### src/rtl/ab_pkg.sv
package ab_pkg;
  typedef enum logic [2:0] {
    ST_WAIT_FALL,
    ST_MEASURE,
    ST_DIVIDE,
    ST_SEND_ACK,
    ST_WAIT_CONF,
    ST_LOCKED,
    ST_ERROR
  } ab_state_e;

  localparam int unsigned BITS_IN_LOW = 9;
endpackage

### src/rtl/ab_sync.sv
module ab_sync #(
  parameter int unsigned STAGES = 2
) (
  input  logic clk_i,
  input  logic rst_ni,
  input  logic d_i,
  output logic q_o
);
  logic [STAGES-1:0] chain_q;

  always_ff @(posedge clk_i or negedge rst_ni) begin
    if (!rst_ni) chain_q <= '1;
    else         chain_q <= {chain_q[STAGES-2:0], d_i};
  end

  assign q_o = chain_q[STAGES-1];
endmodule

### src/rtl/ab_cdiv.sv
// Restoring division by a constant, with a rounding offset added up front
module ab_cdiv #(
  parameter int unsigned NW  = 17,
  parameter int unsigned DEN = 9,
  parameter int unsigned QW  = 12
) (
  input  logic          clk_i,
  input  logic          rst_ni,
  input  logic          start_i,
  input  logic [NW-1:0] dividend_i,
  output logic          done_o,
  output logic [QW-1:0] quo_o
);
  localparam int unsigned RW = $clog2(DEN + 1) + 1;
  localparam int unsigned IW = $clog2(NW + 1);

  logic [NW-1:0] dvd_q, quo_q;
  logic [RW-1:0] rem_q, rem_sh;
  logic [IW-1:0] idx_q;
  logic          busy_q, ge;

  assign rem_sh = {rem_q[RW-2:0], dvd_q[NW-1]};
  assign ge     = rem_sh >= RW'(DEN);

  always_ff @(posedge clk_i or negedge rst_ni) begin
    if (!rst_ni) begin
      dvd_q  <= '0;
      quo_q  <= '0;
      rem_q  <= '0;
      idx_q  <= '0;
      busy_q <= 1'b0;
      done_o <= 1'b0;
    end else begin
      done_o <= 1'b0;
      if (start_i) begin
        dvd_q  <= dividend_i;
        quo_q  <= '0;
        rem_q  <= '0;
        idx_q  <= IW'(NW);
        busy_q <= 1'b1;
      end else if (busy_q) begin
        rem_q <= ge ? rem_sh - RW'(DEN) : rem_sh;
        quo_q <= {quo_q[NW-2:0], ge};
        dvd_q <= dvd_q << 1;
        idx_q <= idx_q - IW'(1);
        if (idx_q == IW'(1)) begin
          busy_q <= 1'b0;
          done_o <= 1'b1;
        end
      end
    end
  end

  assign quo_o = quo_q[QW-1:0];
endmodule

### src/rtl/ab_utx.sv
module ab_utx #(
  parameter int unsigned DIV_W = 12
) (
  input  logic             clk_i,
  input  logic             rst_ni,
  input  logic             start_i,
  input  logic [7:0]       data_i,
  input  logic [DIV_W-1:0] div_i,
  output logic             tx_o,
  output logic             done_o
);
  logic [8:0]       sh_q;
  logic [3:0]       n_q;
  logic [DIV_W-1:0] cnt_q;
  logic             busy_q;

  always_ff @(posedge clk_i or negedge rst_ni) begin
    if (!rst_ni) begin
      sh_q   <= '1;
      n_q    <= '0;
      cnt_q  <= '0;
      busy_q <= 1'b0;
      tx_o   <= 1'b1;
      done_o <= 1'b0;
    end else begin
      done_o <= 1'b0;
      if (start_i && !busy_q) begin
        tx_o   <= 1'b0;
        sh_q   <= {1'b1, data_i};
        n_q    <= '0;
        cnt_q  <= div_i - DIV_W'(1);
        busy_q <= 1'b1;
      end else if (busy_q) begin
        if (cnt_q != '0) begin
          cnt_q <= cnt_q - DIV_W'(1);
        end else if (n_q == 4'd9) begin
          busy_q <= 1'b0;
          done_o <= 1'b1;
        end else begin
          tx_o  <= sh_q[0];
          sh_q  <= {1'b1, sh_q[8:1]};
          n_q   <= n_q + 4'd1;
          cnt_q <= div_i - DIV_W'(1);
        end
      end
    end
  end
endmodule

### src/rtl/ab_urx.sv
module ab_urx #(
  parameter int unsigned DIV_W = 12
) (
  input  logic             clk_i,
  input  logic             rst_ni,
  input  logic             en_i,
  input  logic             fall_i,
  input  logic             rx_i,
  input  logic [DIV_W-1:0] div_i,
  output logic             valid_o,
  output logic [7:0]       data_o,
  output logic             ferr_o
);
  typedef enum logic [1:0] {RX_IDLE, RX_START, RX_DATA, RX_STOP} rx_state_e;

  rx_state_e        st_q;
  logic [DIV_W-1:0] cnt_q;
  logic [2:0]       bit_q;

  always_ff @(posedge clk_i or negedge rst_ni) begin
    if (!rst_ni) begin
      st_q    <= RX_IDLE;
      cnt_q   <= '0;
      bit_q   <= '0;
      data_o  <= '0;
      valid_o <= 1'b0;
      ferr_o  <= 1'b0;
    end else begin
      valid_o <= 1'b0;
      if (st_q != RX_IDLE && cnt_q != '0) begin
        cnt_q <= cnt_q - DIV_W'(1);
      end else begin
        unique case (st_q)
          RX_IDLE: if (en_i && fall_i) begin
            st_q  <= RX_START;
            cnt_q <= (div_i >> 1) - DIV_W'(1);
          end
          RX_START: begin
            // a glitch that is gone by mid start bit is not a frame
            st_q  <= rx_i ? RX_IDLE : RX_DATA;
            cnt_q <= div_i - DIV_W'(1);
            bit_q <= '0;
          end
          RX_DATA: begin
            data_o <= {rx_i, data_o[7:1]};
            bit_q  <= bit_q + 3'd1;
            cnt_q  <= div_i - DIV_W'(1);
            if (bit_q == 3'd7) st_q <= RX_STOP;
          end
          RX_STOP: begin
            valid_o <= 1'b1;
            ferr_o  <= !rx_i;
            st_q    <= RX_IDLE;
          end
          default: st_q <= RX_IDLE;
        endcase
      end
    end
  end
endmodule

### src/rtl/autobaud_ctrl.sv
module autobaud_ctrl
  import ab_pkg::*;
#(
  parameter int unsigned CNT_W     = 16,
  parameter int unsigned DIV_W     = 12,
  parameter int unsigned MIN_LOW   = 144,   // keep >= 18 so half a bit is at least one clock
  parameter int unsigned MAX_LOW   = 24300,
  parameter logic [7:0]  ACK_BYTE  = 8'h00,
  parameter logic [7:0]  CONF_BYTE = 8'h55
) (
  input  logic             clk_i,
  input  logic             rst_ni,
  input  logic             rx_i,
  output logic             tx_o,
  output logic [DIV_W-1:0] divisor_o,
  output logic             locked_o,
  output logic             error_o
);
  localparam int unsigned NW = CNT_W + 1;
  localparam logic [CNT_W-1:0] MIN_C = CNT_W'(MIN_LOW);
  localparam logic [CNT_W-1:0] MAX_C = CNT_W'(MAX_LOW);

  ab_state_e        st_q;
  logic             rx_s, rx_q, fall, rise;
  logic [CNT_W-1:0] cnt_q;
  logic [DIV_W-1:0] div_q, quo;
  logic             div_start_q, div_done, tx_start_q, tx_done;
  logic             rx_valid, rx_ferr;
  logic [7:0]       rx_data;
  logic [NW-1:0]    dividend;

  ab_sync #(.STAGES(2)) u_sync (
    .clk_i(clk_i), .rst_ni(rst_ni), .d_i(rx_i), .q_o(rx_s)
  );

  always_ff @(posedge clk_i or negedge rst_ni) begin
    if (!rst_ni) rx_q <= 1'b1;
    else         rx_q <= rx_s;
  end

  assign fall     = rx_q & ~rx_s;
  assign rise     = ~rx_q & rx_s;
  assign dividend = {1'b0, cnt_q} + NW'(BITS_IN_LOW / 2);

  always_ff @(posedge clk_i or negedge rst_ni) begin
    if (!rst_ni) begin
      st_q        <= ST_WAIT_FALL;
      cnt_q       <= '0;
      div_q       <= '0;
      div_start_q <= 1'b0;
      tx_start_q  <= 1'b0;
    end else begin
      div_start_q <= 1'b0;
      tx_start_q  <= 1'b0;
      unique case (st_q)
        ST_WAIT_FALL: if (fall) begin
          cnt_q <= CNT_W'(1);
          st_q  <= ST_MEASURE;
        end
        ST_MEASURE: begin
          if (rise) begin
            if (cnt_q >= MIN_C) begin
              st_q        <= ST_DIVIDE;
              div_start_q <= 1'b1;
            end else begin
              st_q <= ST_WAIT_FALL;
            end
          end else if (cnt_q == MAX_C) begin
            st_q <= ST_WAIT_FALL;      // too long; wait for a fresh edge
          end else begin
            cnt_q <= cnt_q + CNT_W'(1);
          end
        end
        ST_DIVIDE: if (div_done) begin
          div_q      <= quo;
          tx_start_q <= 1'b1;
          st_q       <= ST_SEND_ACK;
        end
        ST_SEND_ACK: if (tx_done) st_q <= ST_WAIT_CONF;
        ST_WAIT_CONF: if (rx_valid) begin
          st_q <= (!rx_ferr && rx_data == CONF_BYTE) ? ST_LOCKED : ST_ERROR;
        end
        ST_LOCKED: st_q <= ST_LOCKED;
        ST_ERROR:  st_q <= ST_ERROR;
        default:   st_q <= ST_ERROR;
      endcase
    end
  end

  ab_cdiv #(.NW(NW), .DEN(BITS_IN_LOW), .QW(DIV_W)) u_div (
    .clk_i(clk_i), .rst_ni(rst_ni), .start_i(div_start_q),
    .dividend_i(dividend), .done_o(div_done), .quo_o(quo)
  );

  ab_utx #(.DIV_W(DIV_W)) u_tx (
    .clk_i(clk_i), .rst_ni(rst_ni), .start_i(tx_start_q), .data_i(ACK_BYTE),
    .div_i(div_q), .tx_o(tx_o), .done_o(tx_done)
  );

  ab_urx #(.DIV_W(DIV_W)) u_rx (
    .clk_i(clk_i), .rst_ni(rst_ni), .en_i(st_q == ST_WAIT_CONF), .fall_i(fall),
    .rx_i(rx_s), .div_i(div_q), .valid_o(rx_valid), .data_o(rx_data),
    .ferr_o(rx_ferr)
  );

  assign divisor_o = div_q;
  assign locked_o  = (st_q == ST_LOCKED);
  assign error_o   = (st_q == ST_ERROR);
endmodule

### config.mk
export PLATFORM = sky130hd
export DESIGN_NAME = autobaud_ctrl
export DESIGN_NICKNAME = d
export VERILOG_FILES = /design/src/rtl/ab_pkg.sv /design/src/rtl/ab_sync.sv /design/src/rtl/ab_cdiv.sv /design/src/rtl/ab_utx.sv /design/src/rtl/ab_urx.sv /design/src/rtl/autobaud_ctrl.sv
export SDC_FILE = /design/constraint.sdc
export NUM_CORES = 1
export LEC_CHECK = 0
export CAP_MARGIN = 20
export CORE_MARGIN = 2
export CORE_UTILIZATION = 45
export DETAILED_ROUTE_END_ITERATION = 12
export GPL_TIMING_DRIVEN = 0
export REMOVE_ABC_BUFFERS = 1
export SLEW_MARGIN = 10
export SYNTH_ARGS = -nofsm -noshare
export SYNTH_HDL_FRONTEND = slang
export SYNTH_SLANG_ARGS = --single-unit
export TNS_END_PERCENT = 10
### constraint.sdc
create_clock -name clk_i -period 1.8 [get_ports clk_i]
set_input_delay 0.45 -clock clk_i [delete_from_list [all_inputs] [get_ports clk_i]]
set_output_delay 0.45 -clock clk_i [all_outputs]
set_load 0.02 [all_outputs]
=== Word level (Yosys, flattened, before mapping) ===
Index checks and enable logic that the tools add are counted.

* Output and inout port bits: 15
* Register bits after elaboration: 131
* Word-level logic and storage cells: 164
* Input bits: 3

* Eq/ne operators: 27
* Reduce and logical (&&, ||, !) cells: 28
* Add/sub/neg operators: 10
* Bitwise logic cells: 5
* Magnitude comparators: 2
* Muxes and demuxes: 67

{| class="wikitable"
|+ Operator list
! kind !! count
|-
| 2-to-1 mux 12 bit || 8
|-
| 2-to-1 mux 16 bit || 3
|-
| 2-to-1 mux 9 bit || 4
|-
| subtractor 12 x 1 -> 12 bit (second input constant) || 3
|-
| 2-to-1 mux 17 bit || 2
|-
| case mux 16 bit (2 select lines) || 1
|-
| 2-to-1 mux 4 bit || 7
|-
| 2-to-1 mux 1 bit || 25
|-
| case mux 12 bit (2 select lines) || 1
|-
| nonzero test 12 bit || 2
|-
| 2-to-1 mux 3 bit || 6
|-
| case mux 3 bit (6 select lines) || 1
|-
| adder 16 x 3 -> 17 bit (second input constant) || 1
|-
| adder 16 x 1 -> 16 bit (second input constant) || 1
|-
| == test 16 x 15 -> 1 bit (second input constant) || 1
|-
| >= comparator 16 x 8 -> 1 bit (second input constant) || 1
|-
| != test 2 x 1 -> 1 bit (second input constant) || 7
|-
| == test 3 bit (second input constant) || 4
|-
| AND reduction 2 bit || 6
|-
| subtractor 11 x 1 -> 12 bit (second input constant) || 1
|-
| 2-to-1 mux 2 bit || 5
|-
| 2-to-1 mux 5 bit || 2
|-
| nonzero test 2 bit || 5
|-
| == test 8 x 7 -> 1 bit (second input constant) || 1
|-
| 27 further kinds || 41
|}

=== Logic depth before layout (Yosys ltp) ===
* Depth after elaboration: 6
* Depth in mapped cells: 9
* Depth with buffers taken out: 8

=== Modules after synthesis ===
Synthesis repeated with hierarchy kept, for this count alone.

* Cells, all modules: 772
* Area, all modules: 7644.8 um^2

{| class="wikitable"
|+ Modules (own cells, without submodules)
! module !! instances !! area an instance (um^2) !! seq. area each (um^2) !! cells an instance
|-
| autobaud_ctrl || 1 || 2030.7 || 852.1 || 204
|-
| ab_urx || 1 || 1913.1 || 675.6 || 196
|-
| ab_cdiv || 1 || 1860.5 || 1001.0 || 174
|-
| ab_utx || 1 || 1788.0 || 686.9 || 196
|-
| ab_sync || 1 || 52.6 || 52.6 || 2
|}

=== Least setup slack after synthesis ===
Ideal clock, no wire load.

* Path type: reg2reg
* Start point: register div_q[2], in the netlist divisor_o[2]
* End point: register u_rx.cnt_q[10]
* Path buffers: 0
* Slack: -0.199 ns
* Arrival: 1.879 ns
* Stages on the path, launching flop included: 8
* Cells stage by stage: dfrtp_1 > inv_1 > ha_1 > nor3b_4 > nor2b_1 > nand4b_1 > a21o_1 > a31o_2

* Longest elaborated chain between the ends: 4
* Elaborated cells on any way between the ends: 5
* Those cells by class: 2 x add/sub; 3 x mux

{| class="wikitable"
|+ RTL lines
! what !! line !! text
|-
| from (decl) || autobaud_ctrl.sv:26 || <nowiki>logic [DIV_W-1:0] div_q, quo;</nowiki>
|-
| from (signal assigned) || autobaud_ctrl.sv:75 || <nowiki>div_q <= quo;</nowiki>
|-
| subtractor 11 x 1 -> 12 bit || ab_urx.sv:36 || <nowiki>cnt_q <= (div_i >> 1) - DIV_W'(1);</nowiki>
|-
| 2-to-1 mux 12 bit || ab_urx.sv:34 || <nowiki>RX_IDLE: if (en_i && fall_i) begin</nowiki>
|-
| case mux 12 bit (2 select lines) (*) || ab_urx.sv:33 || <nowiki>unique case (st_q)</nowiki>
|-
| 2-to-1 mux 12 bit (*) || ab_urx.sv:30 || <nowiki>if (st_q != RX_IDLE && cnt_q != '0) begin</nowiki>
|-
| to (signal assigned) || ab_urx.sv:31 || <nowiki>cnt_q <= cnt_q - DIV_W'(1);</nowiki>
|-
| to (signal assigned) || ab_urx.sv:36 ||
|-
| to (signal assigned) || ab_urx.sv:41 || <nowiki>cnt_q <= div_i - DIV_W'(1);</nowiki>
|-
| to (decl) || ab_urx.sv:17 || <nowiki>logic [DIV_W-1:0] cnt_q;</nowiki>
|}

Mark *: on every way between the ends. The rest lies on a longest branch, timed or not. The select of a mux whose other input is x is not followed.
A chain may end at the register's enable or synchronous reset.

=== Worst setup path in the final report ===
* Start point: register u_tx.cnt_q[1]
* End point: register u_tx.cnt_q[10]

* Longest elaborated chain between the ends: 4
* Elaborated cells on any way between the ends: 7
* Those cells by class: 1 x add/sub; 1 x eq/ne; 3 x mux; 2 x reduce/logical

{| class="wikitable"
|+ RTL lines
! what !! line !! text
|-
| from (decl) || ab_utx.sv:14 || <nowiki>logic [DIV_W-1:0] cnt_q;</nowiki>
|-
| from (signal assigned) || ab_utx.sv:31 || <nowiki>cnt_q <= div_i - DIV_W'(1);</nowiki>
|-
| from (signal assigned) || ab_utx.sv:35 || <nowiki>cnt_q <= cnt_q - DIV_W'(1);</nowiki>
|-
| from (signal assigned) || ab_utx.sv:43 || <nowiki>cnt_q <= div_i - DIV_W'(1);</nowiki>
|-
| subtractor 12 x 1 -> 12 bit or nonzero test 12 bit (tied branches) || ab_utx.sv:35, ab_utx.sv:34 ||
|-
| 2-to-1 mux 12 bit || ab_utx.sv:34 || <nowiki>if (cnt_q != '0) begin</nowiki>
|-
| 2-to-1 mux 12 bit || ab_utx.sv:33 || <nowiki>end else if (busy_q) begin</nowiki>
|-
| 2-to-1 mux 12 bit || ab_utx.sv:27 || <nowiki>if (start_i && !busy_q) begin</nowiki>
|}

Parallel ways exist; a longest one is shown, timed or not. The select of a mux whose other input is x is not followed.

==> results by group <==
STA
  – Fmax: 514.0 MHz
  – Final period util: 108.1%
  – Final worst slack: -145.7 ps
  – Period minus WS final: 1946 ps
  – Hold Fails Final Rpt: 0
  – RSZ-0062 raised after global routing: true
  – Worst-margin pin slew: 888.0 ps
  – Final setup viols: 40
  – Max_slew headroom: 40.80%
  – Clk_skew: 8.980 ps
  – Slew Viols, Final: 0
  – Sum Neg Setup Slack: -2270 ps

CTS
  – Worst-path clk slew: 60 ps
  – CTS Root Cell: clkbuf_16
  – TritonCTS Buffers: 17
  – Sink Count: 130
  – Worst skew pair latency: 420 ps
  – CTS Buffer Depth: 2
  – Max H-tree Level: 4
  – CTS tree: built

Worst setup path
  – CP startpoint kind: flip-flop
  – Worst path required time: 2090 ps
  – Critical path class: reg -> reg
  – Cell breakdown of the critical path: inv_2 > ha_4 > nor4b_4 > and3_4 > a31o_4 > nor2_4 > a221o_1
  – Worst path slowest cell: dfrtp_1
  – Crit path capture type: flip-flop
  – Arrival time at the worst endpoint: 2240 ps
  – Crit path largest cell delay: 410 ps
  – CP Max Fanout: 8

GRT
  – Initial antenna violation count: 0
  – First-pass GRT wire length: 29.01 mm
  – Grt total ovfl: 0
  – Pin count of the biggest net entering global routing: 84
  – Vias in the first global route: 5913
  – Global Route Usage Sum: 20.31%

Drt
  – Routed WL: 17.77 mm
  – Vias per cell: 5.760
  – TritonRoute pass-1 iters: 7
  – DRT iter0 DRCs: 493
  – Detail Route Antenna Nets: 0
  – Vias: 6088
  – WL/cell: 16.82 um
  – Post-route DRC: 0

Synth
  – Yosys top cell area share: 39.87%
  – Ys flop type: dfrtp_1
  – Post-synthesis cell count: 773
  – Sequential area share after synthesis: 44.13%
  – Yosys warns: 0
  – Synth area leaders: dfrtp_1, nand2_1, dfstp_2
  – Avg Cell Area, Syn: 9.581 um^2
  – Synth cell types: 78
  – Area leader, netlist: dfrtp_1
  – Synth Register Bits: 130
  – Post-synth EDFFs: 0
  – Post-synth ARST share: 100.0%
  – Mapped cell area: 7406 um^2

Cells and area
  – Final #Nets: 854
  – Share of cells above drive strength 1: 29.73%
  – Fillers: 1374
  – Ant. Diodes: 0
  – Post-route insts no fill: 1057
  – Design Area, Final: 9293 um^2
  – Commonest non-fill, non-tap cell in the layout: dfrtp_1
  – Core Util, Final: 58.08%
  – Area growth syn-to-layout: 25.48%
  – Most frequent cells in the layout: dfrtp_1, nand2_1, nor2_1, buf_4, o21ai_0

Placed design
  – GP Congestion: 0.8393
  – Final HPWL DP: 10.67 mm
  – Cells after DPL: 962
  – Port buffer count: 17
  – Area of placed instances: 7694 um^2

Floorplan
  – # IOs: 18
  – FP Rows: 46
  – Chip Width: 132.3 um
  – Initial Util: 46.29%
  – Core Footprint: 16000 um^2
  – Die ar.: 17500 um^2
  – Die height: 132.3 um

Power
  – Cell area power density: 748.3 nW/um^2
  – Overall power: 6.953 mW
  – Max IR drop VDD: 0.6892 mV
  – Leak Pwr: 4.063 nW

Run
  – Max cap viols: 0

Run status
  – Status: complete, but fails checks
  – Failing checks: negative setup slack

Worst hold path
  – HP Class: reg -> reg
==> kinds of logic (layout without fill, tap and decap cells) <==
group / Yosys count / in the layout / synth area share (%)
multiplexers: 47 / 47 / 6.707
AND/OR/NAND/NOR: 300 / 300 / 21.85
AO/OA/AOI/OAI: 160 / 162 / 14.36
flip-flops: 130 / 130 / 44.13
adder cells (fa/ha/maj): 23 / 23 / 3.886
buffers and inverters: 73 / 139 / 4.342
XOR/XNOR: 40 / 40 / 4.731
==> report_power, final <==
| group | internal (mW) | total, mW | leakage (nW) | switching (mW) |
|---|---|---|---|---|
| combinational | 0.179 | 0.429 | 2.06 | 0.250 |
| clock | 2.06 | 3.44 | 0.279 | 1.38 |
| sequential | 2.98 | 3.08 | 1.72 | 0.0984 |
| total | 5.22 | 6.95 | 4.06 | 1.73 |
==> worst max-delay path, delay by kind of cell, from the launching register on <==
family / cells / cell delay, ps
AO/OA/AOI/OAI: 2 / 610
adder cells (fa/ha/maj): 1 / 120
buffers and inverters: 1 / 100
AND/OR/NAND/NOR: 3 / 570
flip-flops: 1 / 410
==> Yosys cell counts (20+ instances only) <==
cell type and count:
dfrtp_1 118, nor2_1 66, nand3_1 29, mux2i_1 29, clkbuf_1 20, nand2_1 87, a21oi_1 27, o21ai_0 53
xnor2_1 31, nor3_1 21, ha_1 23, inv_1 24
==> flip-flops by register name (all words and copies together), names as in the netlist, 2 cells and up, named ones only <==
signal	cells
st_q	3
u_div.idx_q	5
u_sync.chain_q	2
u_tx.n_q	4
divisor_o	12
u_rx.data_o	8
cnt_q	16
u_rx.bit_q	3
u_tx.sh_q	8
u_div.dvd_q	17
u_tx.cnt_q	12
u_div.quo_q	12
u_rx.cnt_q	12
u_div.rem_q	4
==> timing repair <==
| item | in CTS | in global routing |
|---|---|---|
| pin swaps | 28 | 24 |
| hold endpoints to repair | 38 | 0 |
| hold buffers | 1 | 0 |
| endpoints found under the setup margin | 97 | 85 |
| resized for setup | 108 | 56 |
| gates cloned | 1 | 1 |
| setup buffers | 36 | 24 |
==> layout make-up <==
type                            instances  area (um^2)  area share (%)
Multi-Input combinational cell        572         4323           46.52
Sequential cell                       130         3303           35.55
Timing Repair Buffer                   81        703.2           7.567
Clock buffer                           18        429.2           4.618
Tap cell                              216        270.3           2.908
Clock inverter                         14        156.4           1.683
Inverter                               26        107.6           1.158
==> through the flow <==
stage / setup slack, ps / hold WS, ps
after global placement: -4807 / 346.0
after global routing: -226.7 / 359.9
after CTS: -197.6 / 358.0
final: -145.7 / 355.9
after floorplan: -708.9 / 154.4
after detailed placement: -860.2 / 348.9
==> per-layer routing <==
metal | up-vias | track usage (%) | share of wire (%)
li1 | 2876 | - | -
met1 | 2998 | 26.31 | 44
met2 | 172 | 33.02 | 49
met3 | 42 | 4.498 | 3.6
met4 | 0 | 8.423 | 3.1
met5 | - | 0 | 0
==> worst paths after layout <==
kind                                              from                     endpoint  slack [ps]  depth (start not counted)
setup / recovery             u_tx.cnt_q[1]$_DFFE_PN0P_   u_tx.cnt_q[10]$_DFFE_PN0P_        -150                          7
min in group asynchronous                       rst_ni    u_rx.cnt_q[5]$_DFFE_PN0P_         540                          2
hold / removal             u_sync.chain_q[0]$_DFF_PN1_  u_sync.chain_q[1]$_DFF_PN1_         360                          0
hold reg to reg            u_sync.chain_q[0]$_DFF_PN1_  u_sync.chain_q[1]$_DFF_PN1_         360                          0
max in group asynchronous                       rst_ni  u_div.dvd_q[16]$_DFFE_PN0P_         470                          3
setup reg to reg             u_tx.cnt_q[1]$_DFFE_PN0P_   u_tx.cnt_q[10]$_DFFE_PN0P_        -150                          7
Note: power is estimated with default switching activity, not from simulation.
